## config.mk

```make
export PLATFORM = sky130hd
export DESIGN_NAME = useq_ctrl
export DESIGN_NICKNAME = d
export VERILOG_FILES = /design/src/rtl/useq_pkg.sv /design/src/rtl/useq_opmap.sv /design/src/rtl/useq_nextaddr.sv /design/src/rtl/useq_cbr.sv /design/src/rtl/useq_ctrl.sv
export SDC_FILE = /design/constraint.sdc
export NUM_CORES = 1
export LEC_CHECK = 0
export BUFFER_PORTS_ARGS = -buffer_cell sky130_fd_sc_hd__buf_4
export CAP_MARGIN = 15
export CORE_MARGIN = 2
export CORE_UTILIZATION = 44
export CTS_CLUSTER_SIZE = 28
export DETAILED_ROUTE_END_ITERATION = 10
export HOLD_SLACK_MARGIN = 0.12
export PLACE_DENSITY = 0.79
export SLEW_MARGIN = 30
export SYNTH_ARGS = -nofsm -noshare
export SYNTH_HDL_FRONTEND = slang
export SYNTH_SLANG_ARGS = --single-unit
```

## constraint.sdc

```tcl
create_clock -name clk -period 1.6 [get_ports clk]
set_clock_uncertainty 0.15 [all_clocks]
set_input_delay 0.08 -clock clk [delete_from_list [all_inputs] [get_ports clk]]
set_output_delay 0.08 -clock clk [all_outputs]
set_load 0.1 [all_outputs]
```

## src/rtl/useq_pkg.sv

```systemverilog
package useq_pkg;

  // Encoded next-address selection carried in each control word
  typedef enum logic [1:0] {
    JC_STEP = 2'b00,  // sequential: CAR + 1
    JC_GOTO = 2'b01,  // unconditional branch to next-address field
    JC_MAP  = 2'b10,  // dispatch on instruction opcode
    JC_IFZ  = 2'b11   // branch when flag is clear, else step
  } jcond_e;

  localparam int unsigned JC_W = 2;

endpackage

```

## src/rtl/useq_opmap.sv

```systemverilog
module useq_opmap #(
  parameter int unsigned OPC_W   = 8,
  parameter int unsigned AW      = 8,
  parameter int unsigned SPACING = 10,
  parameter int unsigned HALT_OP = 12
) (
  input  logic [OPC_W-1:0] opcode,
  output logic [AW-1:0]    map_base
);

  localparam int unsigned NUM_OPC   = 1 << OPC_W;
  localparam int unsigned LAST_OP   = ((1 << AW) - 1) / SPACING - 1;
  localparam logic [AW-1:0] HALT_BASE = AW'((HALT_OP + 1) * SPACING);

  logic [AW-1:0] base_tbl [NUM_OPC];

  // Constant base per opcode; out-of-reach opcodes fall to the halt routine
  for (genvar g = 0; g < NUM_OPC; g++) begin : g_base
    if (g <= LAST_OP) begin : g_fit
      assign base_tbl[g] = AW'((g + 1) * SPACING);
    end else begin : g_halt
      assign base_tbl[g] = HALT_BASE;
    end
  end

  assign map_base = base_tbl[opcode];

endmodule

```

## src/rtl/useq_nextaddr.sv

```systemverilog
module useq_nextaddr
  import useq_pkg::*;
#(
  parameter int unsigned AW = 8
) (
  input  logic [AW-1:0]   car_q,
  input  logic [JC_W-1:0] jcond,
  input  logic [AW-1:0]   nxt_field,
  input  logic [AW-1:0]   map_base,
  input  logic            flag,
  output logic [AW-1:0]   car_d
);

  logic [AW-1:0] car_inc;

  assign car_inc = car_q + AW'(1);

  always_comb begin
    unique case (jcond_e'(jcond))
      JC_STEP: car_d = car_inc;
      JC_GOTO: car_d = nxt_field;
      JC_MAP:  car_d = map_base;
      JC_IFZ:  car_d = flag ? car_inc : nxt_field;
      default: car_d = car_inc;
    endcase
  end

endmodule

```

## src/rtl/useq_cbr.sv

```systemverilog
module useq_cbr #(
  parameter int unsigned W = 22
) (
  input  logic         clk,
  input  logic         rst_n,
  input  logic         load_en,
  input  logic [W-1:0] d,
  output logic [W-1:0] q
);

  logic [W-1:0] q_d;

  always_comb begin
    q_d = q;
    if (load_en) q_d = d;
  end

  always_ff @(posedge clk or negedge rst_n) begin
    if (!rst_n) q <= '0;
    else        q <= q_d;
  end

endmodule

```

## src/rtl/useq_ctrl.sv

```systemverilog
module useq_ctrl
  import useq_pkg::*;
#(
  parameter int unsigned AW      = 8,
  parameter int unsigned CWORD_W = 32,
  parameter int unsigned OPC_W   = 8,
  parameter int unsigned ALU_W   = 3,
  parameter int unsigned SPACING = 10,
  parameter int unsigned HALT_OP = 12,
  parameter int unsigned CTL_W   = CWORD_W - JC_W - AW
) (
  input  logic               clk,
  input  logic               rst_n,
  input  logic               flag,
  input  logic [OPC_W-1:0]   opcode,
  input  logic [CWORD_W-1:0] cword,
  output logic [AW-1:0]      cs_addr,
  output logic [CTL_W-1:0]   ctl_word,
  output logic [ALU_W-1:0]   alu_op
);

  localparam int unsigned JC_LSB  = AW;
  localparam int unsigned CTL_LSB = AW + JC_W;

  logic [AW-1:0]    car_q;
  logic [AW-1:0]    car_d;
  logic [AW-1:0]    map_base;
  logic [JC_W-1:0]  jcond;
  logic [AW-1:0]    nxt_field;
  logic [CTL_W-1:0] ctl_field;

  assign jcond     = cword[JC_LSB +: JC_W];
  assign nxt_field = cword[AW-1:0];
  assign ctl_field = cword[CTL_LSB +: CTL_W];

  useq_opmap #(
    .OPC_W  (OPC_W),
    .AW     (AW),
    .SPACING(SPACING),
    .HALT_OP(HALT_OP)
  ) u_opmap (
    .opcode  (opcode),
    .map_base(map_base)
  );

  useq_nextaddr #(
    .AW(AW)
  ) u_next (
    .car_q    (car_q),
    .jcond    (jcond),
    .nxt_field(nxt_field),
    .map_base (map_base),
    .flag     (flag),
    .car_d    (car_d)
  );

  // Control address register
  always_ff @(posedge clk or negedge rst_n) begin
    if (!rst_n) car_q <= '0;
    else        car_q <= car_d;
  end

  // Control buffer register: loads every cycle
  useq_cbr #(
    .W(CTL_W)
  ) u_cbr (
    .clk    (clk),
    .rst_n  (rst_n),
    .load_en(1'b1),
    .d      (ctl_field),
    .q      (ctl_word)
  );

  assign cs_addr = car_q;
  assign alu_op  = ctl_word[CTL_W-1 -: ALU_W];

endmodule

```

* Word level (Yosys, flattened, before mapping)
Memories as Yosys holds them, arrays and structs flattened.
Index checks and enable logic that the tools add are counted.
** Cells by class
- Equal/unequal tests :: 3
- $add $sub $neg :: 1
- Reductions and logical operators :: 1
- Multiply operators :: 0
- Shifts and indexed selects :: 0
- Multiplexer cells :: 4
- Order comparisons :: 1
- Bitwise logic cells :: 1
- Divide/modulo/power cells :: 0
** Operators with widths (number)
- 8-bit case mux with 4 select lines :: 1
- 8-bit 2-to-1 mux :: 3
- 9-bit >= comparator (second input constant) :: 1
- 8-bit NOT with 9-bit output :: 1
- 8-bit by 1-bit adder with 8-bit output (second input constant) :: 1
- 2-bit equality test (second input constant) :: 2
- 2-bit by 1-bit equality test with 1-bit output (second input constant) :: 1
- 2-bit zero test :: 1
** Word-level totals
- Bits in latches :: 0
- Input bits :: 43
- Bits in read-only memories :: 2048
- Memories kept :: 1
- Bits in writable memories :: 0
- Output and inout bits :: 33
- Bits in registers :: 30
** Memory list
- (name not given) :: depth 256, width 8, rd ports 1, clocked after memory_dff 0, write ports 0, RTL line useq_opmap.sv:26 : assign map_base = base_tbl[opcode];

* Depth between registers and ports, before layout
- Depth in word-level cells :: 5
- Depth in mapped cells :: 6
- Gate-level depth less buffers :: 6

* Hierarchy
A second synthesis with hierarchy kept.
** Unflattened totals
- Cell total of the unflattened synthesis :: 157
- Area, all modules :: 1716.6 um^2
** By module, submodules not included
- useq_cbr :: sequential area each 550.5 um^2, area each 820.8 um^2, cells each 46, instances 1
- useq_opmap :: sequential area each 0.0 um^2, area each 344.1 um^2, cells each 47, instances 1
- useq_nextaddr :: sequential area each 0.0 um^2, area each 325.3 um^2, cells each 52, instances 1
- useq_ctrl :: sequential area each 200.2 um^2, area each 226.5 um^2, cells each 12, instances 1

* Worst setup path before layout
Ideal clock, no wire load.
- Kind :: reg-to-reg
- Start :: reg car_q[0] (netlist: cs_addr[0])
- End :: reg car_q[1] (netlist: cs_addr[1])
- Setup time :: 132 ps
- Buffers on the path :: 0
- Arrival time :: 1784 ps
- Path slack :: -466 ps
- Cell stages (with the launch flop) :: 5
- Cells stage by stage :: dfrtp_1 > ha_1 > and2b_4 > a211oi_1 > a211oi_2
** Between the ends
- Cells in the longest elaborated chain, start to end :: 3
** RTL lines
- from (decl) :: RTL line useq_ctrl.sv:25 : logic [AW-1:0] car_q;
- from (signal assigned) :: RTL line useq_ctrl.sv:60 : else car_q <= car_d;
- 8-bit by 1-bit adder with 8-bit output (*) :: RTL line useq_nextaddr.sv:16 : assign car_inc = car_q + AW'(1);
- 8-bit 2-to-1 mux :: RTL line useq_nextaddr.sv:23 : JC_IFZ: car_d = flag ? car_inc : nxt_field;
- 8-bit case mux with 4 select lines (*) :: RTL line useq_nextaddr.sv:19 : unique case (jcond_e'(jcond))
- named net car_d[1] :: RTL line useq_ctrl.sv:26 : logic [AW-1:0] car_d;
The timed path passes the listed nets; every way through them passes the cells marked *.

* Final worst setup path
Ends and elaborated chain as after synthesis.

==> flow_metrics.tcl <==
set metrics [dict create \
    status "finished, final reports clean" \
    ys_ff_latch 30 \
    cp_max_fo 4 \
    holdWs_ns 0.144 \
    final_common_cell "buf_4" \
    multiInputGateArea_um2 579 \
    grt_overflow 0 \
    irDropWorstVdd_mv 0.440 \
    yosys_warnings 0 \
    initialDrtViolationCount 36 \
    holdPathStages 5 \
    clkLatencyLatePin_ns 0.33 \
    port_buffers 75 \
    core-area_mm2 0.00303 \
    post_dp_cell_area_mm2 0.00200 \
    setup_viol_count_final 0 \
    tightest_slew_ns 0.467 \
    vias 1386 \
    gp_congestion 0.806 \
    grt_pass1_vias 1497 \
    antenna_found_initial 0 \
    ios 76 \
    area_growth_pct 79.6 \
    rsz0062_at_grt "no" \
    final_cell_mix "buf_4 (76), dlygate4sd3_1 (41), dfrtp_1 (23)" \
    grt_use_total 0.276 \
    power_mw 2.21 \
    netlist_top_cells_area "dfrtp_1 (54%), ha_1 (8.1%), xnor2_1 (2.5%), mux2i_1 (2.2%), o21ai_1 (2.2%)" \
    cts-root-buf "clkbuf_4" \
    hold_violations 0 \
    power.density_mw_per_mm2 891 \
    synth_cells 118 \
    yosysTopAreaCellShare 0.542 \
    cts_made_buffers 5 \
    fin_area_mm2 0.00248 \
    slew_headroom 0.687 \
    dr.pass1.iters 4 \
    required_ns 1.66 \
    die_w_um 60.1 \
    crit_path_start_kind "register" \
    power_leakage_nw 1.18 \
    ant_nets 0 \
    endpoint_kind "register" \
    period_share 0.959 \
    fp.dieArea_mm2 0.00361 \
    initial_core_util 0.457 \
    hold_class "input pin to register" \
    fin_crit_ns 1.53 \
    drc_errors 0 \
    syn-mean-instance-area_um2 11.7 \
    cts_buffer_depth 2 \
    max_freq_mhz 652 \
    synth-edff-count 0 \
    slew_violations 0 \
    htree_levels 2 \
    die_y_um 60.1 \
    arrival_ns 1.59 \
    routed_wl_um 4510 \
    r2r_cells 4 \
    grt_pass1_wl_um 7020 \
    fp-row-count 20 \
    cts_tree "done" \
    yosys.area.top_type "dfrtp_1" \
    critPathKind "register to register" \
    finalNetCount 289 \
    drv_cap 0 \
    synth_ff_type "dfrtp_1" \
    cts.clk_slew.worst_paths_ns 0.09 \
    grt_max_degree 31 \
    n_fill_cell 163 \
    ys_seq_area_frac 0.542 \
    drive_above_1_share 0.424 \
    ff_latch_area_um2 772 \
    drt-wirelength-per-cell_um 16.0 \
    synth_nets 170 \
    synth_cell_type_count 42 \
    syn-cell-area_mm2 0.00138 \
    via_per_inst 4.91 \
    n_antenna_cell 0 \
    clock-sinks 30 \
    ys_async_sr_fraction 1.00 \
    tns_ns 0 \
]
==> metrics by stage <==
step,setup slack [ns],utilization,cells
floorplan,-0.0339,-,118
global placement,0.106,0.660,232
detailed placement,0.0666,0.660,232
CTS,0.0200,0.819,282
global route,0.0181,0.821,282
finish,0.0654,0.821,282
==> worst max-delay path: stages, from the launching register on <==
cell and delay, ns:
dfrtp_4 0.52, ha_4 0.25, and2b_4 0.15, a211oi_1 0.26, a211oi_2 0.08
==> synth_stat cells, types with 2 or more instances <==
cell type / count
mux2i_1: 3
and3_1: 2
nand3_1: 3
a211o_1: 2
buf_2: 2
o21ai_0: 2
xnor2_1: 4
nor2_1: 5
inv_1: 5
a22oi_1: 2
clkinv_1: 2
dfrtp_1: 30
nor2b_1: 2
nor3_1: 2
buf_4: 3
nand2_1: 7
a21oi_1: 4
o21ai_1: 6
ha_1: 9
==> flip-flops by register name, indices dropped and copies added (netlist names) <==
| signal | flops |
|---|---|
| cs_addr | 8 |
| u_cbr.q | 22 |
==> layer usage <==
metal  part of all wire  vias up  global-route usage
met2               0.51       67               0.480
li1                   -      643                   -
met5                  0        -                   0
met4              0.029        0               0.140
met1               0.39      664               0.299
met3              0.077       12              0.0866
==> repair_timing <==
item,4_1_cts,5_1_grt
gates resized for setup,0,2
hold buffers,42,0
hold endpoints to repair,60,0
setup buffers,0,1
endpoints found under the setup margin,0,1
==> where the power goes <==
group / total, mW / switching [mW] / internal (mW) / leakage (nW)
logic: 0.866 / 0.584 / 0.282 / 0.803
registers: 0.867 / 0.0471 / 0.820 / 0.345
clock network: 0.480 / 0.267 / 0.213 / 0.0353
==> final timing paths <==
path / from / end / slack, ns
max in group asynchronous: rst_n / cs_addr[4]$_DFF_PN0_ / 0.38
min reg2reg: cs_addr[0]$_DFF_PN0_ / cs_addr[0]$_DFF_PN0_ / 0.43
min in group asynchronous: rst_n / cs_addr[5]$_DFF_PN0_ / 0.61
max reg2reg: cs_addr[0]$_DFF_PN0_ / cs_addr[1]$_DFF_PN0_ / 0.07
max: cs_addr[0]$_DFF_PN0_ / cs_addr[1]$_DFF_PN0_ / 0.07
min: opcode[1] / cs_addr[6]$_DFF_PN0_ / 0.14
==> logic make-up (layout without fill, tap and decap cells) <==
logic type / after synthesis / after routing / synth area share
adders and majority gates: 9 / 9 / 0.0814
xor gates and xnor gates: 5 / 5 / 0.0316
and+or+nand+nor: 29 / 29 / 0.115
DFF: 30 / 30 / 0.542
buffers and inverters: 13 / 133 / 0.0506
muxes: 3 / 3 / 0.0217
AOI/OAI and AO/OA: 29 / 29 / 0.157
==> area by class of cell <==
cell class,instances,share of cell area
flip-flops and latches,30,0.311
clock inverters,1,0.00201
multi-input cells,75,0.233
inverters,7,0.0106
repair buffers,118,0.399
well taps,44,0.0222
clock buffers,7,0.0222
Note: power is estimated with default switching activity, not from simulation.
